**src/rtl/periph_window_decoder.sv**
```systemverilog
module periph_window_decoder #(
  parameter int ADDR_W = 32,
  parameter int NUM_ENT = 4,
  parameter logic [23:0] SZ_LOG2 = {6'd12, 6'd8, 6'd16, 6'd5},
  localparam int IDX_W = (NUM_ENT > 1) ? $clog2(NUM_ENT) : 1
) (
  input  logic              clk,
  input  logic              rst_n,
  input  logic              bus_en,
  input  logic              cfg_wr,
  input  logic [IDX_W+1:0]  cfg_addr,
  input  logic [ADDR_W-1:0] cfg_wdata,
  output logic [ADDR_W-1:0] cfg_rdata,
  input  logic              bus_req,
  input  logic [ADDR_W-1:0] bus_addr,
  output logic              hit,
  output logic [IDX_W-1:0]  hit_idx,
  output logic [ADDR_W-1:0] hit_off,
  output logic              bus_ack
);

  localparam logic [1:0] F_SIZE = 2'd0;
  localparam logic [1:0] F_BASE = 2'd1;
  localparam logic [1:0] F_CTRL = 2'd2;

  logic [IDX_W-1:0]  cfg_idx;
  logic [1:0]        cfg_fld;
  logic [ADDR_W-1:0] base_q [NUM_ENT];
  logic [ADDR_W-1:0] mask   [NUM_ENT];
  logic [NUM_ENT-1:0] valid_q;
  logic [NUM_ENT-1:0] match;
  logic              found;

  assign cfg_idx = cfg_addr[IDX_W+1:2];
  assign cfg_fld = cfg_addr[1:0];

  for (genvar g = 0; g < NUM_ENT; g++) begin : g_ent
    localparam int LG = int'(SZ_LOG2[6*g +: 6]);
    logic sel;
    assign mask[g] = (ADDR_W'(1) << LG) - ADDR_W'(1);
    assign sel = cfg_wr && (cfg_idx == IDX_W'(g));

    always_ff @(posedge clk or negedge rst_n) begin
      if (!rst_n) begin
        base_q[g]  <= '0;
        valid_q[g] <= 1'b0;
      end else if (sel && cfg_fld == F_BASE) begin
        base_q[g]  <= cfg_wdata;
        valid_q[g] <= (cfg_wdata & mask[g]) == '0;
      end else if (sel && cfg_fld == F_CTRL) begin
        valid_q[g] <= cfg_wdata[0] && ((base_q[g] & mask[g]) == '0);
      end
    end

    assign match[g] = valid_q[g] && ((bus_addr & ~mask[g]) == base_q[g]);
  end

  always_comb begin
    found   = 1'b0;
    hit_idx = '0;
    for (int i = NUM_ENT - 1; i >= 0; i--) begin
      if (match[i]) begin
        found   = 1'b1;
        hit_idx = IDX_W'(i);
      end
    end
  end

  assign hit     = bus_en && bus_req && found;
  assign hit_off = hit ? (bus_addr & mask[hit_idx]) : '0;

  always_comb begin
    cfg_rdata = '0;
    for (int i = 0; i < NUM_ENT; i++) begin
      if (cfg_idx == IDX_W'(i)) begin
        case (cfg_fld)
          F_SIZE:  cfg_rdata = mask[i] + ADDR_W'(1);
          F_BASE:  cfg_rdata = base_q[i];
          F_CTRL:  cfg_rdata = ADDR_W'(valid_q[i]);
          default: cfg_rdata = '0;
        endcase
      end
    end
  end

  always_ff @(posedge clk or negedge rst_n) begin
    if (!rst_n) bus_ack <= 1'b0;
    else        bus_ack <= hit;
  end

  AST_HIT_NEEDS_VALID: assert property (@(posedge clk) disable iff (!rst_n)
    hit |-> valid_q[hit_idx]);

  AST_OFF_FROM_BASE: assert property (@(posedge clk) disable iff (!rst_n)
    hit |-> (bus_addr - hit_off) == base_q[hit_idx]);

  AST_MISALIGN_DROPS: assert property (@(posedge clk) disable iff (!rst_n)
    (cfg_wr && cfg_fld == F_BASE && ((cfg_wdata & mask[cfg_idx]) != '0))
      |=> !valid_q[$past(cfg_idx)]);

  AST_ACK_AFTER_HIT: assert property (@(posedge clk) disable iff (!rst_n)
    bus_ack |-> $past(hit));

  AST_DISABLED_QUIET: assert property (@(posedge clk) disable iff (!rst_n)
    !bus_en |=> !bus_ack);

endmodule

```
**config.mk**
```make
export PLATFORM = sky130hd
export DESIGN_NAME = periph_window_decoder
export DESIGN_NICKNAME = d
export VERILOG_FILES = /design/src/rtl/periph_window_decoder.sv
export SDC_FILE = /design/constraint.sdc
export NUM_CORES = 1
export LEC_CHECK = 0
export CAP_MARGIN = 20
export CORE_MARGIN = 1
export CORE_UTILIZATION = 40
export CTS_BUF_LIST = sky130_fd_sc_hd__clkbuf_4
export CTS_CLUSTER_SIZE = 30
export DETAILED_ROUTE_END_ITERATION = 8
export DONT_BUFFER_PORTS = 1
export GPL_TIMING_DRIVEN = 0
export PLACE_DENSITY = 0.64
export SLEW_MARGIN = 10
export SYNTH_ARGS = -nofsm -noshare
export SYNTH_HDL_FRONTEND = slang
export SYNTH_SLANG_ARGS = --single-unit
```
**constraint.sdc**
```tcl
create_clock -name clk -period 5.8 [get_ports clk]
set_clock_uncertainty 0.1 [all_clocks]
set_input_delay 0.58 -clock clk [delete_from_list [all_inputs] [get_ports clk]]
set_output_delay 0.58 -clock clk [all_outputs]
set_load 0.02 [all_outputs]
```
==> qor.yml, run 1 <==
nets: 756
cts_htree_levels: 4
grt_use_total: 0.240
synth_flop_cell: "dfrtp_1"
first_iter_violations: 390
ir_drop_v: 0.000140
dieArea_mm2: 0.0188
status: "finished, violations left"
grt_pass1_wl_um: 32400
fmax_ghz: 0.246
grt_overflow_total: 0
ios: 141
cts_setup_buffers: 0
grt_max_degree: 134
timing.final.crit_share: 0.702
setup_viol: 0
cts_hold_buf: 2
ys_seq_area_frac: 0.456
die_w_um: 137
required_ns: 5.12
synthDistinctLibCells: 47
syn_inst: 647
dr.pass1.iters: 8
cp_num_buf_inv: 0
tritoncts: "yes"
tns_ns: 0
layout-drive-gt1-share: 0.154
design.core.area_mm2: 0.0179
drt-total-wl_um: 21800
rsz0062_at_grt: "no"
tightest_slew_ns: 0.947
yosysTopAreaCellShare: 0.456
critPathMaxStageDelay_ns: 0.82
rows: 49
die_h_um: 137
cts_buffer_depth: 2
dpl.hpwl_um: 16200
cp_top_family: "simple AND/OR/NAND/NOR gates"
clkLatencyLatePin_ns: 0.56
area_growth_pct: 9.47
gp_routability_congestion: 0.975
vias: 5425
cp_data_arrival_time_ns: 3.39
async_flop_share: 1.00
finalMaxSlewViolations: 0
clkSlewWorstSetupHoldPaths_ns: 0.12
leakage_uw: 0.00344
utilization: 0.446
maxCapViolCount: 0
synth-edff-count: 0
yosysMostFrequentCell: "dfrtp_1"
grt_pass1_vias: 5382
grt_antenna_before_repair: 1
worstSetupEndpointType: "output pin"
relSlewSlack: 0.365
fin_crit_ns: 4.07
synthesis.area_mm2: 0.00729
syn_avg_cell_area_um2: 11.3
hold_viol: 0
placed_cells: 891
path_cells: "nor4_1 > nand4_1 > nor4_2 > nand2_2 > a211oi_1"
criticalPathCategory: "flip-flop to output pin"
ant_nets: 0
routedWlPerCell_um: 23.5
synthTopCellsByArea: "dfrtp_1, mux2_1, mux2_2"
min_path_type: "primary input to flip-flop"
ys_warn_count: 0
start_kind: "flip-flop"
yosysTopAreaCell: "dfrtp_1"
cp_max_fo: 9
synth-seq-cells: 133
critical-path-slowest-cell: "a211oi_1"
drt-vias-per-instance: 5.85
cts_resized: 0
violations: "DRC"
route.detailed.drc: 4
initial_utilization: 0.407
cts_made_buffers: 17
ys_top_cells_by_count: "dfrtp_1, mux2_1, nand2_1"
cts_sinks: 133
cts_root_buf: "clkbuf_4"
cellPowerDensity_mw_per_mm2: 323
stdcell_count: 927
numPortBuffers: 0
[path summary, 6_finish.rpt]
kind | depth (start not counted) | end | slack [ns] | from
hold reg to reg | 2 | valid_q[2]$_DFFE_PN0P_ | 0.43 | valid_q[2]$_DFFE_PN0P_
max in group asynchronous | 2 | base_q[11]$_DFFE_PN0P_ | 4.48 | rst_n
setup reg to reg | 6 | bus_ack$_DFF_PN0_ | 2.70 | base_q[68]$_DFFE_PN0P_
hold / removal | 1 | base_q[8]$_DFFE_PN0P_ | 0.04 | cfg_wdata[8]
min in group asynchronous | 2 | base_q[65]$_DFFE_PN0P_ | 0.52 | rst_n
setup / recovery | 5 | hit_off[5] | 1.73 | base_q[68]$_DFFE_PN0P_
[stage by stage]
step	cell area, um^2	hold slack [ns]	setup WS [ns]	power (uW)
after CTS	7980	0.00724	1.73	2580
final	7980	0.0405	1.73	2570
after detailed placement	7630	0.189	2.37	1880
after global placement	7630	0.189	2.41	1860
after global routing	7980	0.0114	1.63	2690
after floorplan	7350	0.184	2.91	1710
[worst reg2reg max path, cell delays in order, from the launching register on]
cell,delay (ns)
dfrtp_1,0.42
nor4_1,0.52
nand4_1,0.39
nor4_2,0.47
nand2_2,0.22
buf_2,0.26
a31oi_1,0.56
[cell usage in the layout (no fill, tap or decap), types with 4 or more instances in the layout]
master / n
dfrtp_1: 133
mux2_1: 93
nand2_1: 80
xnor2_1: 42
xor2_1: 42
mux2_2: 33
a222oi_1: 28
clkbuf_1: 19
nor4_1: 19
clkbuf_4: 19
buf_2: 17
buf_4: 16
conb_1: 16
nand4_1: 15
inv_1: 13
nor3_1: 10
a31oi_1: 9
a211oi_1: 8
nor2b_1: 5
nor2_1: 5
nand3_1: 5
o21ai_0: 5
o21ai_1: 5
clkinv_1: 5
bufinv_16: 4
[layout make-up]
| class | count | area [um^2] |
|---|---|---|
| flip-flops and latches | 133 | 3330 |
| inverters | 13 | 48.8 |
| plain buffers | 56 | 314 |
| clock inverters | 13 | 163 |
| fillers | 1686 | 9920 |
| clock buffers | 19 | 143 |
| repair buffers | 2 | 37.5 |
| diodes | 2 | 5.00 |
| well taps | 229 | 287 |
| multi-input cells | 460 | 3660 |
[registers in the layout (all words and copies together) (netlist names)]
name,cells
bus_ack,1
valid_q,4
base_q,128
[metal layers]
metal | part of all wire | vias up | wire [um] | global-route usage
li1 | - | 2399 | - | -
met1 | 0.41 | 2709 | 9030 | 0.307
met2 | 0.46 | 262 | 10100 | 0.369
met3 | 0.080 | 55 | 1740 | 0.0656
met4 | 0.044 | 0 | 968 | 0.131
met5 | 0 | - | 0 | 0
[logic make-up after synthesis]
group           share of synthesized area
compound gates                     0.0793
xor+xnor                            0.108
buf+inv                            0.0498
flops                               0.456
mux                                 0.195
other cells                      0.000514
simple gates                        0.112
[power breakdown]
| part | switching, uW | total [uW] | internal, uW |
|---|---|---|---|
| Sequential | 211 | 1350 | 1140 |
| Combinational | 279 | 548 | 269 |
| Clock | 336 | 679 | 343 |
| Total | 826 | 2570 | 1750 |
(Power assumes the default switching activity.)
==> inputs of run 2 (changes only) <==
--- a/config.mk
+++ b/config.mk
@@ -5,6 +5,7 @@
 export SDC_FILE = /design/constraint.sdc
 export NUM_CORES = 1
 export LEC_CHECK = 0
+export ABC_AREA = 1
 export CAP_MARGIN = 20
 export CORE_MARGIN = 1
 export CORE_UTILIZATION = 40
==> constraint.sdc (replaced) <==
create_clock -name clk -period 4.2 [get_ports clk]
set_clock_uncertainty 0.1 [all_clocks]
set_input_delay 0.42 -clock clk [delete_from_list [all_inputs] [get_ports clk]]
set_output_delay 0.42 -clock clk [all_outputs]
set_load 0.02 [all_outputs]
==> run 2 against run 1 <==
  * The run now ends clean
  * Flip-flop and latch count stayed put
  * Worst hold slack better by 0.00098 ns
  * Final area is 12% higher
  * Count of clock-buffer cells in the layout is 2 lower
  * Via count is 47% higher
  * Final cell count is 61% higher
  * Combinational power is 79% higher
  * Largest power group unchanged
  * Total power is 38% higher
  * Critical endpoint is now hit_off[6]
  * Register-to-register slack worse by 0.66 ns
==> qor.yml, run 2 <==
synthDistinctLibCells: 38
async_flop_share: 1.00
fin_crit_ns: 3.43
critPathMaxStageDelay_ns: 0.42
top_layer: "met4"
dr.pass1.iters: 5
cp_max_fo: 3
area_growth_pct: 12.4
numPortBuffers: 0
cts_hold_buf: 35
cts_made_buffers: 17
yosysMostFrequentCell: "nand2_1"
design.core.area_mm2: 0.0195
synth-edff-count: 0
yosysTopAreaCellShare: 0.417
tightest_slew_ns: 0.990
leakage_uw: 0.00433
layout_common_cells: "nand2_1, inv_1, dfrtp_1, o21ai_0, nor2_1"
required_ns: 3.68
ios: 141
met1_length_um: 12700
ir_drop_v: 0.000211
layout-drive-gt1-share: 0.101
cts_root_buf: "clkbuf_4"
synth-seq-cells: 133
grt_antenna_before_repair: 2
dp_worst_setup_slack_ns: 1.30
cp_num_buf_inv: 0
gp_routability_congestion: 0.988
synthTopCellsByArea: "dfrtp_1, nand2_1, o21ai_0"
synth_flop_cell: "dfrtp_1"
layout_commonest_cell: "nand2_1"
maxCapViolCount: 0
cts_htree_levels: 4
synthesis.area_mm2: 0.00798
min_path_type: "primary input to flip-flop"
grt_pass1_vias: 7669
tritoncts: "yes"
cp_top_family: "simple AND/OR/NAND/NOR gates"
cellPowerDensity_mw_per_mm2: 397
initial_utilization: 0.409
vias: 7986
clkLatencyLatePin_ns: 0.57
tns_ns: 0
timing.final.crit_share: 0.816
cts_buffer_depth: 2
largest_reg_flops: 128
ys_top_cells_by_count: "nand2_1, inv_1, dfrtp_1"
cp_num_cells: 9
multi_input_area_mm2: 0.00375
grt_overflow_total: 0
utilization: 0.459
cts_sinks: 133
drt-vias-per-instance: 5.33
grt_max_degree: 134
ant_nets: 0
syn_inst: 1148
cts_resized: 0
die_h_um: 143
fmax_ghz: 0.292
hold_depth: 4
route.met3.wl_um: 3100
criticalPathCategory: "flip-flop to output pin"
dpl.hpwl_um: 22400
drt-total-wl_um: 30600
yosysTopAreaCell: "dfrtp_1"
cts_setup_buffers: 0
syn_avg_cell_area_um2: 6.95
placed_cells: 1428
cp_data_arrival_time_ns: 2.91
routedWlPerCell_um: 20.4
stdcell_count: 1497
largest_register: "base_q"
rows: 51
finalMaxSlewViolations: 0
hold_viol: 0
ys_seq_area_frac: 0.417
reg_top3: "base_q (128), valid_q (4), bus_ack (1)"
rsz0062_at_grt: "no"
relSlewSlack: 0.340
r2r_cells: 9
grt_use_total: 0.310
worstSetupEndpointType: "output pin"
dieArea_mm2: 0.0205
status: "complete, no violations"
ys_warn_count: 0
start_kind: "flip-flop"
grt_pass1_wl_um: 45400
path_cells: "nor3_1 > nand2_1 > nor2_1 > nand3_1 > nor2_4 > nor2_2 > nor2_2 > a21oi_2 > nor2_1"
nets: 1290
finalWorstSetupSlack_ns: 0.774
clkSlewWorstSetupHoldPaths_ns: 0.15
critical-path-slowest-cell: "dfrtp_1"
seq_area_mm2: 0.00333
fillers: 2068
route.detailed.drc: 0
die_w_um: 143
first_iter_violations: 694
setup_viol: 0
met2_length_um: 13400
[run 2: changes by cell type after synthesis, sizes merged, moves of 25 or more]
cell,change
nand2,+323
o21ai,+120
xnor2,-29
mux2,-126
xor2,-38
a22oi,+25
nor2,+105
inv,+158
o221ai,+27
a222oi,-28
[run 2: report_power, final]
part	leakage (uW)	internal, uW	switching, uW
combinational	0.00260	325	657
sequential	0.00161	1570	219
clock	0.000125	234	557
[run 2: final timing paths]
| check | from | to | slack, ns |
|---|---|---|---|
| setup / recovery | base_q[11]$_DFFE_PN0P_ | hit_off[6] | 0.77 |
| hold / removal | cfg_wr | valid_q[2]$_DFFE_PN0P_ | 0.04 |
| setup reg to reg | base_q[11]$_DFFE_PN0P_ | bus_ack$_DFF_PN0_ | 2.04 |
| hold reg to reg | base_q[100]$_DFFE_PN0P_ | base_q[100]$_DFFE_PN0P_ | 0.42 |
| max in group asynchronous | rst_n | base_q[63]$_DFFE_PN0P_ | 2.97 |
| min in group asynchronous | rst_n | base_q[26]$_DFFE_PN0P_ | 0.28 |
[run 2: through the flow]
step	power, uW	cell area (um^2)	hold WS [ns]
after global routing	3760	8970	0.0382
final	3560	8970	0.0414
after floorplan	2410	8040	0.0244
after CTS	3530	8970	0.0230
after detailed placement	2690	8370	0.0305
after global placement	2680	8370	0.0303
[run 2: layout make-up]
type                    count  area share
diodes                      2    0.000558
plain buffers              55      0.0331
clock buffers              17      0.0142
clock inverters            15      0.0116
inverters                 175      0.0735
multi-input cells         800       0.418
flip-flops and latches    133       0.371
well taps                 265      0.0370
repair buffers             35      0.0410
[run 2: routing by layer]
layer	global-route usage	vias up
met1	0.399	3753
met5	0	-
li1	-	3750
met3	0.0902	71
met2	0.476	412
met4	0.149	0
[run 2: kinds of logic after synthesis]
| group | Yosys count | share of synthesized area |
|---|---|---|
| simple gates | 554 | 0.282 |
| buf+inv | 230 | 0.120 |
| compound gates | 210 | 0.159 |
| flops | 133 | 0.417 |
| xor+xnor | 20 | 0.0220 |
| other cells | 1 | 0.000470 |
[run 2: worst register-to-register path, cell delays in order, from the launching register on]
cell and delay, ns:
dfrtp_1 0.42, nor3_1 0.32, nand2_1 0.12, nor2_1 0.24
nand3_1 0.17, nor2_4 0.18, nor2_2 0.11, nand2_8 0.12
nand2_8 0.09, inv_1 0.20
==> inputs of run 3 (changes only) <==
--- a/config.mk
+++ b/config.mk
@@ -14,7 +14,7 @@
 export DETAILED_ROUTE_END_ITERATION = 8
 export DONT_BUFFER_PORTS = 1
 export GPL_TIMING_DRIVEN = 0
-export PLACE_DENSITY = 0.64
+export PLACE_DENSITY = 0.66
 export SLEW_MARGIN = 10
 export SYNTH_ARGS = -nofsm -noshare
 export SYNTH_HDL_FRONTEND = slang
==> constraint.sdc (replaced) <==
create_clock -name clk -period 2.99 [get_ports clk]
set_clock_uncertainty 0.1 [all_clocks]
set_input_delay 0.299 -clock clk [delete_from_list [all_inputs] [get_ports clk]]
set_output_delay 0.299 -clock clk [all_outputs]
set_load 0.02 [all_outputs]
==> run 3 against run 2 <==
  * Critical path type unchanged
  * Combinational power is 43% higher
  * The run now ends with hold timing left
  * Utilization grew 1.8 points
  * Routed wire length about the same
  * Critical path depth unchanged
  * Final area is 4.0% higher
==> qor.yml, run 3 (same netlist as run 2, synthesis figures left out) <==
status: "finished, violations left"
violations: "hold timing"
gp_routability_congestion: 0.987
worstSetupEndpointType: "output pin"
die_h_um: 143
die_w_um: 143
cts_htree_levels: 4
internal_power_uw: 3350
p_sw_frac: 0.377
grt_pass1_wl_um: 45000
start_kind: "flip-flop"
fillers: 2056
ant_nets: 0
p_total_uw: 5380
p_switching_uw: 2030
design.core.area_mm2: 0.0195
initial_utilization: 0.409
grt_pass1_vias: 7579
leakage_uw: 0.00440
first_iter_violations: 856
cellPowerDensity_mw_per_mm2: 577
hold_viol: 133
tightest_slew_ns: 0.980
vias: 7960
layout-drive-gt1-share: 0.135
reg_top3: "base_q (128), valid_q (4), bus_ack (1)"
cts_buffer_depth: 2
dr.pass1.iters: 6
maxCapViolCount: 0
area_growth_pct: 16.9
largest_register: "base_q"
critPathMaxStageDelay_ns: 0.47
dieArea_mm2: 0.0205
largest_reg_flops: 128
clkLatencyLatePin_ns: 0.59
dp_worst_setup_slack_ns: 0.333
holdWs_ns: -0.713
layout_common_cells: "nand2_1, inv_1, dfrtp_1, o21ai_0, nor2_1"
route.detailed.drc: 0
grt_overflow_total: 0
cp_max_fo: 5
setup_viol: 0
min_path_type: "primary input to asynchronous set/reset pin"
clkSlewWorstSetupHoldPaths_ns: 0.14
finalWorstSetupSlack_ns: 0.0681
cts_hold_buf: 37
p_seq_frac: 0.470
numPortBuffers: 0
grt_use_total: 0.307
finalMaxSlewViolations: 0
pwr-share-comb: 0.260
utilization: 0.478
ir_drop_v: 0.000400
cts_made_buffers: 17
drt-vias-per-instance: 5.30
cts_sinks: 133
required_ns: 2.59
fmax_ghz: 0.342
fin_crit_ns: 2.92
relSlewSlack: 0.347
drt-total-wl_um: 30600
rows: 51
timing.final.crit_share: 0.977
cp_common_cell: "nor2_2"
grt_max_degree: 134
routedWlPerCell_um: 20.4
layout_commonest_cell: "nand2_1"
clkPwrFrac: 0.270
criticalPathCategory: "flip-flop to output pin"
critical-path-slowest-cell: "dfrtp_2"
nets: 1296
cts_root_buf: "clkbuf_4"
ios: 141
dpl.hpwl_um: 22200
path_cells: "nor2_2 > nand3_1 > nor2_2 > nand2_2 > nor2_2 > nand3_2 > a21oi_4 > nand2_2 > nor2_4"
cp_data_arrival_time_ns: 2.52
grt_antenna_before_repair: 2
tritoncts: "yes"
-- run 3: area by class of cell --
class                   instances  area, um^2  share of cell area
clock inverters                15         203              0.0217
clock buffers                  17         128              0.0137
diodes                          2        5.00            0.000537
flip-flops and latches        133        3330               0.357
repair buffers                 41         400              0.0429
multi-input cells             800        3970               0.426
plain buffers                  55         297              0.0318
inverters                     175         659              0.0707
well taps                     265         332              0.0356
-- run 3: what timing repair did --
| item | CTS | global route |
|---|---|---|
| hold endpoints to repair | 265 | 133 |
| setup buffers | 0 | 4 |
| gates resized for setup | 8 | 55 |
| gates cloned | 0 | 0 |
| pin swaps | 1 | 24 |
| endpoints found under the setup margin | 11 | 17 |
-- run 3: path summary, 6_finish.rpt --
kind / from / slack (ns) / depth (start not counted) / endpoint
min: rst_n / -0.71 / 0 / base_q[38]$_DFFE_PN0P_
max: base_q[79]$_DFFE_PN0P_ / 0.07 / 9 / hit_off[9]
max in group asynchronous: rst_n / 3.18 / 0 / base_q[79]$_DFFE_PN0P_
min in group clk: cfg_addr[3] / 0.03 / 6 / valid_q[2]$_DFFE_PN0P_
max reg2reg: base_q[100]$_DFFE_PN0P_ / 0.90 / 10 / bus_ack$_DFF_PN0_
min reg2reg: base_q[74]$_DFFE_PN0P_ / 0.42 / 2 / base_q[74]$_DFFE_PN0P_
-- run 3: critical path, delay by kind of cell, from the launching register on --
kind,cells,cell delay (ns)
flip-flops,1,0.47
AO/OA/AOI/OAI,1,0.37
AND/OR/NAND/NOR,8,1.10
-- run 3: power by group through the flow --
stage	combinational [uW]	clock (uW)	sequential, uW
CTS	1320	1450	2500
finish	1400	1450	2530
floorplan	947	0	2440
global route	1560	1510	2570
detailed placement	1250	0	2530
global placement	1230	0	2520
-- run 3: metrics by stage --
stage                     std cells  setup TNS [ns]  instance area, um^2  hold WS [ns]
after detailed placement       1428               0                 8370       -0.0898
after global placement         1428               0                 8370       -0.0888
after floorplan                1163               0                 8040       -0.0966
after CTS                      1497          -0.248                 9090        -0.726
after global routing           1501       -0.000594                 9320        -0.746
final                          1503               0                 9330        -0.713
-- run 3: routing by layer --
metal | global-route usage | routed length [um] | part of all wire | up-vias
li1 | - | - | - | 3752
met5 | 0 | 11 | 0.00036 | -
met4 | 0.148 | 1300 | 0.042 | 2
met3 | 0.0879 | 3110 | 0.10 | 77
met1 | 0.397 | 12200 | 0.40 | 3731
met2 | 0.471 | 14000 | 0.46 | 398
